--- config.mk ---
export PLATFORM = sky130hd
export DESIGN_NAME = fp_minmax
export DESIGN_NICKNAME = d
export VERILOG_FILES = /design/src/rtl/fp_minmax.sv
export SDC_FILE = /design/constraint.sdc
export NUM_CORES = 1
export LEC_CHECK = 0
export ABC_CLOCK_PERIOD_IN_PS = 10300
export BUFFER_PORTS_ARGS = -buffer_cell sky130_fd_sc_hd__buf_2
export CORE_MARGIN = 4
export CORE_UTILIZATION = 49
export DETAILED_ROUTE_END_ITERATION = 8
export GPL_ROUTABILITY_DRIVEN = 0
export GPL_TIMING_DRIVEN = 0
export PLACE_DENSITY_LB_ADDON = 0.2
export SETUP_SLACK_MARGIN = 0.3
export SYNTH_ARGS = -nofsm -noshare
export SYNTH_HDL_FRONTEND = slang
export SYNTH_SLANG_ARGS = --single-unit
--- constraint.sdc ---
create_clock -name clk -period 10.3 [get_ports clk]
set_input_delay 2.06 -clock clk [delete_from_list [all_inputs] [get_ports clk]]
set_output_delay 2.06 -clock clk [all_outputs]
set_load 0.03 [all_outputs]
--- src/rtl/fp_minmax.sv ---
module fp_minmax (
  input  logic        clk,
  input  logic        rst_n,
  input  logic        in_valid,
  input  logic [63:0] op_a,
  input  logic [63:0] op_b,
  input  logic        dbl,
  input  logic        sel_max,
  input  logic        flag_clr,
  output logic [63:0] result,
  output logic [5:0]  flags
);
  localparam int INV_BIT = 1;

  logic [63:0] ea, eb;
  logic [62:0] mag_a, mag_b;
  logic        sgn_a, sgn_b;
  logic        nan_a, nan_b, snan_a, snan_b;
  logic        a_below_b, take_a;
  logic        flag_inv_q;

  assign ea = dbl ? op_a : {32'b0, op_a[31:0]};
  assign eb = dbl ? op_b : {32'b0, op_b[31:0]};

  assign sgn_a = dbl ? op_a[63] : op_a[31];
  assign sgn_b = dbl ? op_b[63] : op_b[31];
  assign mag_a = dbl ? op_a[62:0] : {32'b0, op_a[30:0]};
  assign mag_b = dbl ? op_b[62:0] : {32'b0, op_b[30:0]};

  assign nan_a = dbl ? (&op_a[62:52] && |op_a[51:0]) : (&op_a[30:23] && |op_a[22:0]);
  assign nan_b = dbl ? (&op_b[62:52] && |op_b[51:0]) : (&op_b[30:23] && |op_b[22:0]);
  assign snan_a = nan_a && !(dbl ? op_a[51] : op_a[22]);
  assign snan_b = nan_b && !(dbl ? op_b[51] : op_b[22]);

  assign a_below_b = (sgn_a != sgn_b) ? sgn_a
                   : (sgn_a ? (mag_a > mag_b) : (mag_a < mag_b));
  assign take_a = sel_max ? !a_below_b : a_below_b;

  always_comb begin
    if (nan_a && nan_b)
      result = dbl ? {64{1'b1}} : {32'b0, {32{1'b1}}};
    else if (nan_a)
      result = eb;
    else if (nan_b)
      result = ea;
    else
      result = take_a ? ea : eb;
  end

  always_ff @(posedge clk or negedge rst_n) begin
    if (!rst_n)
      flag_inv_q <= 1'b0;
    else if (flag_clr)
      flag_inv_q <= 1'b0;
    else if (in_valid && (snan_a || snan_b))
      flag_inv_q <= 1'b1;
  end

  always_comb begin
    flags = '0;
    flags[INV_BIT] = flag_inv_q;
  end

  // unused status bits stay clear
  a_r9_unused_bits_zero: assert property (@(posedge clk) disable iff (!rst_n)
    flags[0] == 1'b0 && flags[5:2] == 4'b0);

  // clear empties the vector on the next edge
  a_r7_clear: assert property (@(posedge clk) disable iff (!rst_n)
    flag_clr |=> flags == 6'b0);

  // without clear, no set bit is lost
  a_r6_sticky: assert property (@(posedge clk) disable iff (!rst_n)
    !flag_clr |=> ((flags & $past(flags)) == $past(flags)));

  // idle cycles leave the flags untouched
  a_r6_idle_stable: assert property (@(posedge clk) disable iff (!rst_n)
    (!in_valid && !flag_clr) |=> $stable(flags));

  // quiet-only operations never raise invalid
  a_r4_quiet_silent: assert property (@(posedge clk) disable iff (!rst_n)
    (in_valid && !flag_clr && !snan_a && !snan_b && !flags[INV_BIT]) |=> !flags[INV_BIT]);

  // a signalling input always raises invalid
  a_r3_signal_raises: assert property (@(posedge clk) disable iff (!rst_n)
    (in_valid && !flag_clr && (snan_a || snan_b)) |=> flags[INV_BIT]);

  // single mode keeps the upper half clear
  a_r8_upper_zero: assert property (@(posedge clk) disable iff (!rst_n)
    !dbl |-> result[63:32] == 32'b0);

  // the result is always an operand or the all-ones pattern
  a_r1_result_source: assert property (@(posedge clk) disable iff (!rst_n)
    (result == ea) || (result == eb) || (&result[31:0]));
endmodule

# Yosys cells after proc, flatten, opt, wreduce, memory -nomap -nowiden
# Index checks and enable logic that the tools add are counted.
# word_totals
wordCells	45
input_bits	134
regBits	1
output_inout_bits	70
# op_classes
n_lt_le_gt_ge	2
n_mux	20
n_reduce_logical	21
n_eq_ne	1
# op_table
cell	n
2-to-1 mux 64 bit	7
2-to-1 mux 63 bit	2
OR reduction 52 bit	2
greater-than comparator 63 bit	1
< comparator 63 bit	1
OR reduction 23 bit	2
AND reduction 11 bit	2
AND reduction 8 bit	2
2-to-1 mux 1 bit	11
logical AND 1 bit	8
logical NOT 1 bit	3
nonzero test 2 bit	1
logical OR 1 bit	1
!= test 1 bit	1

# Depth between registers and ports, before layout
# Gate-level depths: netlist (run 1).
# depth
word_depth	10
ltp_mapped	15
mapped_depth_nobuf	11

# Worst setup path after synthesis (run 1)
# No wires, ideal clock.
# synth_path
kind	input -> output
startpoint	input dbl
endpoint	output result[33]
n_path_buf	4
arrival_ns	5.862
cell_stages	14
t_required_ns	8.240
path_slack_ns	2.378
path_cell_list	clkbuf_1 -> clkbuf_1 -> buf_1 -> nand2_1 -> ha_1 -> nand4_1 -> or4_4 -> nor3_2 -> a211oi_1 -> and3_4 -> o31a_1 -> o31ai_4 -> buf_6 -> a2bb2oi_2
# synth_between
elab_chain_cells	10
elab_cells_between_ends	21
classes_between	order compare: 2; eq/ne: 1; mux: 16; reduce/logical: 2
# synth_rtl
item	line	source
start: declaration	7	input logic dbl,
2-to-1 mux 63 bit (on tied branches)	27, 28	
< comparator 63 bit or greater-than comparator 63 bit (tied branches)	36	: (sgn_a ? (mag_a > mag_b) : (mag_a < mag_b));
2-to-1 mux 1 bit	36	
2-to-1 mux 1 bit	35	assign a_below_b = (sgn_a != sgn_b) ? sgn_a
logical NOT 1 bit	37	assign take_a = sel_max ? !a_below_b : a_below_b;
2-to-1 mux 1 bit	37	
2-to-1 mux 64 bit	47	result = take_a ? ea : eb;
2-to-1 mux 64 bit	44	else if (nan_b)
2-to-1 mux 64 bit	42	else if (nan_a)
2-to-1 mux 64 bit (*)	40	if (nan_a && nan_b)
end: declaration	10	output logic [63:0] result,
# Every way passes the cells marked *; elsewhere a longest branch is shown, timed or not.

# Worst setup path in the final report (run 1)
# layout_path
startpoint	input dbl
endpoint	output result[62]
# The elaborated chain is that of the path after synthesis.

==> run metrics, run 1 <==
commonest non-fill, non-tap cells in the layout=buf_2 (201), ha_1 (63), nand2_1 (51); worst-skew pair later-pin latency=0 ns; first-pass GRT wire length=between 15000 and 20000 um; cell mode on critical path=clkbuf_1; DRT Wirelength=~12000 um; Max Clk Rate=roughly 110 MHz; run status=finished clean; cts repair resizes=0; CP peak stage delay=0.64 ns; initial antenna violation count=0; most common cell after layout, fill and taps aside=buf_2; Vias=~4300; CTS clk-pin slew, worst paths=0 ns; final max-slew violation count=0; Post-DP HPWL=just over 10000 um; DRC violations left=0; average cell area after synthesis=roughly 7.6 sq um; Leak Pwr=2.222 nW; CP arrival=about 7 ns; Setup WS post-layout=1.387 ns; setup bufs post-CTS=0; max reg flops=1; worst slew pin tran=0.7833 ns; # hold bufs at CTS=0; DIE AREA=0.008127 sq mm; PD cells=roughly 80 mW/mm^2; Yosys cell types=45; Ports=between 200 and 250; asr flop ratio synth=100.0%; FF-to-FF path depth=2; RSZ-0062 raised after global routing=no; Top FF cell, synth=dfrtp_1; Worst Skew=0 ns; final hold vios=0; maxcap violations=0; setup TNS=0 ns; vias in the first global route=about 4300; Post-synth EDFFs=0; Reg-to-Reg Start=flag_inv_q$_DFFE_PN0P_; area delta synth->final=33.33%; Min Clock Period, post-route=8.913 ns; DRT antenna net count=0; CP bufs+invs=6; die width=90.15 um; Starting Density=about half; total global-route track usage=~28%; Top Registers=flag_inv_q x1; Data required, critical path=between 8 and 9 ns; drt initial violations=around 180; post-place setup slack=1.452 ns; R2R setup slack=around 9.6 ns; Post-Syn Instances=433; diodes inserted=0; worst-path cell chain=buf_2 > clkbuf_1 > clkbuf_1 > clkbuf_1 > nand2_1 > ha_1 > nand4_1 > or4_4 > nor3_2 > a31oi_1 > a221oi_2 > nor4_1 > o31ai_4 > buf_6 > a2bb2oi_2 > buf_2; Top reg by flops=flag_inv_q; CP endpoint kind=primary output; Rows=29; largest net degree at the start of global routing=11; crit path to=result[62]; WS Path Type=input pin to primary output; drt via density=around 6; First-pass DRT Iterations=5; Worst path depth=16; Worst R2R End=flag_inv_q$_DFFE_PN0P_; post-synth design cell area=approximately 0.0033 sq mm; Nets=834; wire per inst=16.90 um; critical path launch point type=input pin; crit path max fanout=10; share of cells above drive strength 1=between 40% and 50%; Critical Path Start=dbl; final setup vio count=0; Hold Slack=a little over 0.5 ns; Hold/Removal Path Class=flip-flop to flip-flop; fin crit share=around 87%; total gr overflow=0; yosys synthesis warning count=0; sequential-to-total area share from yosys stat=less than 1%; CP top delay family=buffers and inverters; Die Span Y=90.15 um; PortBufs=198; Synth Register Bits=1; slew margin rel.=roughly 48%; Peak VDD IR=around 0.044 mV; slowest stage cell, crit path=o31ai_4; Core Box Area=between 0.006 and 0.007 sq mm
-- kinds of logic after synthesis --
kind of cell               Yosys count  synth area share, %
adders and majority gates           63                23.84
buffers and inverters               65                9.875
and+or+nand+nor                    176                28.91
other                                1               0.1134
AOI/OAI and AO/OA                  127                36.51
DFF                                  1               0.7566
-- final cells by class --
class | instances | area [sq um]
fill | 563 | 2049
tap | 77 | 96.34
sequential | 1 | 25.02
multi-input combinational | 371 | 2970
buffer | 29 | 191.4
inverter | 36 | 135.1
timing repair buffer | 198 | 991.0
-- worst reg2reg max path, stage by stage (launching register included) --
cell and delay, ns:
dfrtp_1 0.36, a21oi_1 0.15, nor2_1 0.06
-- per-layer routing --
metal,share of wire [%],global-route usage (%),vias to the layer above
met5,0,0,-
met4,1.1,3.444,0
met3,7.1,5.008,12
met2,50,52.77,187
met1,42,32.42,2009
li1,-,-,2110
-- stage by stage --
step / std cells / power, W / util [%] / area (sq um)
5_1_grt: 712 / 0.0003782 / 68.27 / 4409
3_5_place_dp: 712 / 0.0003496 / 68.27 / 4409
6_report: 712 / 0.0003528 / 68.27 / 4409
4_1_cts: 712 / 0.0003515 / 68.27 / 4409
3_3_place_gp: 712 / 0.0003442 / 68.27 / 4409
2_1_floorplan: 437 / 0.0002458 / - / 3322
-- power by group --
group / internal (W) / switching, W
Combinational: 0.000136 / 0.000212
Clock: 0 / 0
Sequential: 0.00000401 / 0.00000000380
Total: 0.000140 / 0.000212
-- cells in the mapped netlist, types with 2 or more instances --
library cell | count | share of area [%]
and4_1 | 2 | 0.53
and2_1 | 32 | 6.1
inv_1 | 36 | 4.1
nand4_1 | 27 | 5.1
nor2b_1 | 3 | 0.57
nor3_1 | 11 | 1.7
o31ai_1 | 3 | 0.68
a2bb2oi_2 | 32 | 15
nand2_1 | 51 | 5.8
nor2_1 | 7 | 0.79
o32a_1 | 32 | 9.7
nor4_1 | 27 | 5.1
nand3_1 | 6 | 0.91
o21ai_0 | 12 | 1.8
a21oi_1 | 27 | 4.1
o211ai_1 | 2 | 0.45
a221oi_1 | 3 | 0.79
buf_4 | 9 | 2.0
ha_1 | 63 | 24
buf_2 | 3 | 0.45
and3_1 | 3 | 0.57
clkbuf_1 | 10 | 1.1
a21o_1 | 2 | 0.45
a211oi_1 | 4 | 0.91
buf_6 | 6 | 2.0
-- how the worst min path moves through the flow --
stage	slack (ns)	end	cells after the start	from
2_1_floorplan	0.46	flag_inv_q$_DFFE_PN0P_	2	flag_inv_q$_DFFE_PN0P_
3_3_place_gp	0.50	flag_inv_q$_DFFE_PN0P_	2	flag_inv_q$_DFFE_PN0P_
3_5_place_dp	0.52	flag_inv_q$_DFFE_PN0P_	2	flag_inv_q$_DFFE_PN0P_
4_1_cts	0.52	flag_inv_q$_DFFE_PN0P_	2	flag_inv_q$_DFFE_PN0P_
5_1_grt	0.54	flag_inv_q$_DFFE_PN0P_	2	flag_inv_q$_DFFE_PN0P_
6_report	0.52	flag_inv_q$_DFFE_PN0P_	2	flag_inv_q$_DFFE_PN0P_
Note: power is estimated with default switching activity, not from simulation.
==> run 2: changes to the inputs <==
--- a/config.mk
+++ b/config.mk
@@ -6,10 +6,10 @@
 export NUM_CORES = 1
 export LEC_CHECK = 0
 export ABC_CLOCK_PERIOD_IN_PS = 10300
-export BUFFER_PORTS_ARGS = -buffer_cell sky130_fd_sc_hd__buf_2
 export CORE_MARGIN = 4
-export CORE_UTILIZATION = 49
+export CORE_UTILIZATION = 60
 export DETAILED_ROUTE_END_ITERATION = 8
+export DONT_BUFFER_PORTS = 1
 export GPL_ROUTABILITY_DRIVEN = 0
 export GPL_TIMING_DRIVEN = 0
 export PLACE_DENSITY_LB_ADDON = 0.2
==> run metrics, run 2 (same netlist as run 1, synthesis figures left out) <==
setup TNS=0 ns (unchanged); final hold vios=0 (unchanged); multi-input logic area=0.002970 sq mm (unchanged); total global-route track usage=29.48% (+1.9 points); Ports=204 (unchanged); setup bufs post-CTS=0 (unchanged); diodes inserted=0 (unchanged); slew margin rel.=42.34% (-5.4 points); DIE AREA=0.006763 sq mm (-17%); final max-slew violation count=0 (unchanged); Hold/Removal Path Class=flip-flop to flip-flop; Die Span Y=82.24 um (-8.8%); final setup vio count=0 (unchanged); DRC violations left=0 (unchanged); DRT Wirelength=10720 um (-11%); crit path max fanout=10 (unchanged); # hold bufs at CTS=0 (unchanged); Leak Pwr=1.430 nW (-36%); Max Clk Rate=113.8 MHz (+1.4%); First-pass DRT Iterations=4 (-1); drt initial violations=197 (+7.7%); cell mode on critical path=clkbuf_1; critical path launch point type=input pin; Final Power=0.0002781 W (-21%); first-pass GRT wire length=16130 um (-18%); largest net degree at the start of global routing=11 (unchanged); PortBufs=0 (-100%); RSZ-0062 raised after global routing=no; PD cells=81.56 mW/mm^2 (+1.9%); CP peak stage delay=0.63 ns (about the same); max reg flops=1 (unchanged); Core Box Area=0.005238 sq mm (-19%); drt via density=7.120 (+17%); Worst Skew=0 ns (unchanged); commonest non-fill, non-tap cells in the layout=ha_1 (63), nand2_1 (51), inv_1 (36); slowest stage cell, crit path=o31ai_4; Data required, critical path=8.24 ns (about the same); Rows=26 (-10%); cts repair resizes=0 (unchanged); vias in the first global route=3599 (-15%); CP arrival=6.73 ns (-0.12 ns); Filler cells=486 (-14%); CP endpoint kind=primary output; Starting Density=63.14% (+12 points); initial antenna violation count=0 (unchanged); maxcap violations=0 (unchanged); worst-skew pair later-pin latency=0 ns (unchanged); Post-DP HPWL=9287 um (-11%); CTS clk-pin slew, worst paths=0 ns (unchanged); worst-path cell chain=clkbuf_1 > clkbuf_1 > clkbuf_1 > nand2_1 > ha_1 > nand4_1 > or4_4 > nor3_1 > a211oi_1 > a221oi_2 > nor4_1 > o31ai_4 > buf_6 > a2bb2oi_2; most common cell after layout, fill and taps aside=ha_1; total gr overflow=0 (unchanged); WS Path Type=input pin to primary output; Top reg by flops=flag_inv_q; worst slew pin tran=0.8649 ns (+0.08159 ns); total area of sequential cells=25.02 sq um (unchanged); Min Clock Period, post-route=8.791 ns (-0.1218 ns); share of cells above drive strength 1=12.81% (-27 points); Vias=3610 (-16%); fin crit share=85.35% (-1.2 points); run status=finished clean; die width=82.24 um (-8.8%); area delta synth->final=3.103%; Peak VDD IR=0.05012 mV (+13%); Top Registers=flag_inv_q x1; Nets=636 (-24%); wire per inst=21.14 um (+25%); DRT antenna net count=0 (unchanged)
[run 2: changes by cell type in the layout (fill, tap and decap cells not counted), sizes merged]
cell  change
buf     -198
[run 2: area by class of cell]
class                           instances  share of cell area, %
Buffer                                 29                  5.615
Inverter                               36                  3.963
Multi-Input combinational cell        371                  87.12
Sequential cell                         1                 0.7339
Tap cell                               70                  2.569
[run 2: through the flow]
stage	worst slack (ns)	cell area [sq um]	utilization [%]	hold slack (ns)	cells
floorplan	2.378	3322	-	0.4637	437
global placement	1.649	3410	65.10	0.5067	507
detailed placement	1.574	3410	65.10	0.5062	507
CTS	1.564	3410	65.10	0.5062	507
global route	1.135	3410	65.10	0.5530	507
finish	1.509	3410	65.10	0.5097	507
[run 2: worst paths after layout]
| path | start | cells after the start | slack (ns) | to |
|---|---|---|---|---|
| hold reg to reg | flag_inv_q$_DFFE_PN0P_ | 2 | 0.51 | flag_inv_q$_DFFE_PN0P_ |
| max in group asynchronous | rst_n | 0 | 8.47 | flag_inv_q$_DFFE_PN0P_ |
| min in group asynchronous | rst_n | 0 | 1.76 | flag_inv_q$_DFFE_PN0P_ |
| setup reg to reg | flag_inv_q$_DFFE_PN0P_ | 2 | 9.65 | flag_inv_q$_DFFE_PN0P_ |
| hold / removal | flag_inv_q$_DFFE_PN0P_ | 2 | 0.51 | flag_inv_q$_DFFE_PN0P_ |
| setup / recovery | dbl | 14 | 1.51 | result[36] |
[run 2: power breakdown]
part | internal, W | switching, W | total, W
combinational | 0.0000951 | 0.000179 | 0.000274
clock | 0 | 0 | 0
sequential | 0.00000401 | 0.00000000450 | 0.00000401
total | 0.0000991 | 0.000179 | 0.000278
[run 2: per-layer routing]
layer / track usage (%) / vias up / part of all wire [%] / routed length (um)
met3: 3.362 / 12 / 8.3 / 888
li1: - / 1714 / - / -
met2: 57.69 / 208 / 51 / 5428
met1: 34.63 / 1676 / 40 / 4276
met4: 3.654 / 0 / 1.1 / 123
met5: 0 / - / 0 / 0
[run 2: critical path, delay by kind of cell]
family                   cells  cell delay, ns
AO/OA/AOI/OAI                4            1.51
buffers and inverters        4            1.50
AND/OR/NAND/NOR              5            1.31
adder cells (fa/ha/maj)      1            0.34
==> run 3: changes to the inputs <==
--- a/config.mk
+++ b/config.mk
@@ -13,6 +13,7 @@
 export GPL_ROUTABILITY_DRIVEN = 0
 export GPL_TIMING_DRIVEN = 0
 export PLACE_DENSITY_LB_ADDON = 0.2
+export REMOVE_ABC_BUFFERS = 1
 export SETUP_SLACK_MARGIN = 0.3
 export SYNTH_ARGS = -nofsm -noshare
 export SYNTH_HDL_FRONTEND = slang
==> run metrics, run 3 (same netlist as run 1, synthesis figures left out) <==
run status=finished clean; PortBufs=0 (unchanged); DRC violations left=0 (unchanged); clock share of power=0% (unchanged); diodes inserted=0 (unchanged); slowest stage cell, crit path=o31ai_4; DIE AREA=0.006763 sq mm (unchanged); CTS clk-pin slew, worst paths=0 ns (unchanged); Hold/Removal Path Class=flip-flop to flip-flop; PD cells=80.89 mW/mm^2 (-0.83%); First-pass DRT Iterations=4 (unchanged); worst-path cell chain=and2_1 > ha_1 > nand4_1 > or4_4 > nor3_1 > a211oi_1 > and3_4 > o31a_1 > o31ai_4 > buf_8 > buf_8 > a2bb2oi_2; Top reg by flops=flag_inv_q; Leak Pwr=1.384 nW (-3.2%); most common cell after layout, fill and taps aside=ha_1; commonest non-fill, non-tap cells in the layout=ha_1 (63), nand2_1 (51), inv_1 (36); CP peak stage delay=0.84 ns (+0.21 ns); final hold vios=0 (unchanged); beginning of the worst hold path=flag_inv_q$_DFFE_PN0P_; WS Path Type=input pin to primary output; Reg-to-Reg Start=flag_inv_q$_DFFE_PN0P_; Net Switching=0.0001722 W (-3.8%); Filler cells=462 (-4.9%); Core Box Area=0.005238 sq mm (unchanged); CP bufs+invs=2 (-2); worst-skew pair later-pin latency=0 ns (unchanged); drt initial violations=78 (-60%); fin crit share=76.44% (-8.9 points); total gr overflow=0 (unchanged); logic gate share of total power=98.5% (about the same); DRT antenna net count=0 (unchanged); Top Registers=flag_inv_q x1; worst slew pin tran=1.070 ns (+0.2046 ns); setup TNS=0 ns (unchanged); CP top delay family=compound AO/OA/AOI/OAI gates; final setup vio count=0 (unchanged); initial antenna violation count=0 (unchanged); RSZ-0062 raised after global routing=no; area delta synth->final=1.551%; DRT Wirelength=9859 um (-8.0%); Data required, critical path=8.24 ns (about the same); Post-DP HPWL=8546 um (-8.0%); Max Clk Rate=127.0 MHz (+12%); die width=82.24 um (unchanged); Min Clock Period, post-route=7.873 ns (-0.9175 ns); maxcap violations=0 (unchanged); Starting Density=63.14% (unchanged); # hold bufs at CTS=0 (unchanged); Sw Share=63.39% (-0.96 points); drt via density=7.004 (-1.6%); cell mode on critical path=buf_8; largest net degree at the start of global routing=75 (+64); vias in the first global route=3258 (-9.5%); share of cells above drive strength 1=10.87% (-1.9 points); max reg flops=1 (unchanged); Ports=204 (unchanged); Die Span Y=82.24 um (unchanged); crit path max fanout=16 (+6); Nets=613 (-3.6%); Rows=26 (unchanged); wire per inst=20.37 um (-3.6%); slew margin rel.=28.69% (-14 points); Worst Skew=0 ns (unchanged); sequential share of power=1.5% (about the same); first-pass GRT wire length=14550 um (-9.8%); Peak VDD IR=0.05279 mV (+5.3%); setup bufs post-CTS=0 (unchanged); CP endpoint kind=primary output; critical path launch point type=input pin; Internal=0.00009944 W (+0.31%); Critical Path Start=op_a[54]; Hold Slack=0.7066 ns (+0.1969 ns); Vias=3390 (-6.1%); total global-route track usage=26.35% (-3.1 points); final max-slew violation count=0 (unchanged); cts repair resizes=0 (unchanged); CP arrival=5.81 ns (-0.92 ns)
==> run 3: cell type report <==
| class | instances | area [sq um] | share of cell area [%] |
|---|---|---|---|
| sequential | 1 | 25.02 | 0.7452 |
| timing repair buffer | 6 | 127.6 | 3.800 |
| multi-input combinational | 371 | 2983 | 88.82 |
| tap | 70 | 87.58 | 2.608 |
| inverter | 36 | 135.1 | 4.024 |
==> run 3: worst reg2reg max path, cell delays in order, from the launching register on <==
cell and delay, ns:
dfrtp_1 0.47, a21oi_1 0.18, nor2_1 0.05
==> run 3: routing by layer <==
layer / part of all wire [%] / vias up / GRT usage, % / wire length (um)
li1: - / 1659 / - / -
met1: 40 / 1580 / 32.09 / 3929
met2: 51 / 147 / 50.56 / 5038
met3: 8.7 / 4 / 4.121 / 854
met4: 0.39 / 0 / 0.6645 / 38
met5: 0 / - / 0 / 0
==> run 3: power by group through the flow <==
stage	registers [W]	logic [W]	clock network [W]
after CTS	0.00000403	0.000269	0
after floorplan	0.00000403	0.000230	0
after detailed placement	0.00000403	0.000268	0
after global placement	0.00000403	0.000256	0
after global routing	0.00000403	0.000288	0
final	0.00000403	0.000268	0
==> run 3: path summary, 6_finish.rpt <==
check / end / depth (start not counted) / slack [ns]
min: flag_inv_q$_DFFE_PN0P_ / 2 / 0.71
max: result[42] / 12 / 2.43
max in group asynchronous: flag_inv_q$_DFFE_PN0P_ / 0 / 8.47
max reg2reg: flag_inv_q$_DFFE_PN0P_ / 2 / 9.47
min in group asynchronous: flag_inv_q$_DFFE_PN0P_ / 0 / 1.76
min reg2reg: flag_inv_q$_DFFE_PN0P_ / 2 / 0.71
==> run 3: stage by stage <==
stage / cell area [sq um] / worst slack [ns] / power [W] / instances / util, %
after floorplan: 3131 / 1.713 / 0.0002336 / 408 / -
after global placement: 3218 / 0.9746 / 0.0002600 / 478 / 61.44
after detailed placement: 3358 / 2.457 / 0.0002716 / 484 / 64.12
after CTS: 3358 / 2.432 / 0.0002731 / 484 / 64.12
after global routing: 3358 / 2.205 / 0.0002924 / 484 / 64.12
final: 3358 / 2.427 / 0.0002716 / 484 / 64.12
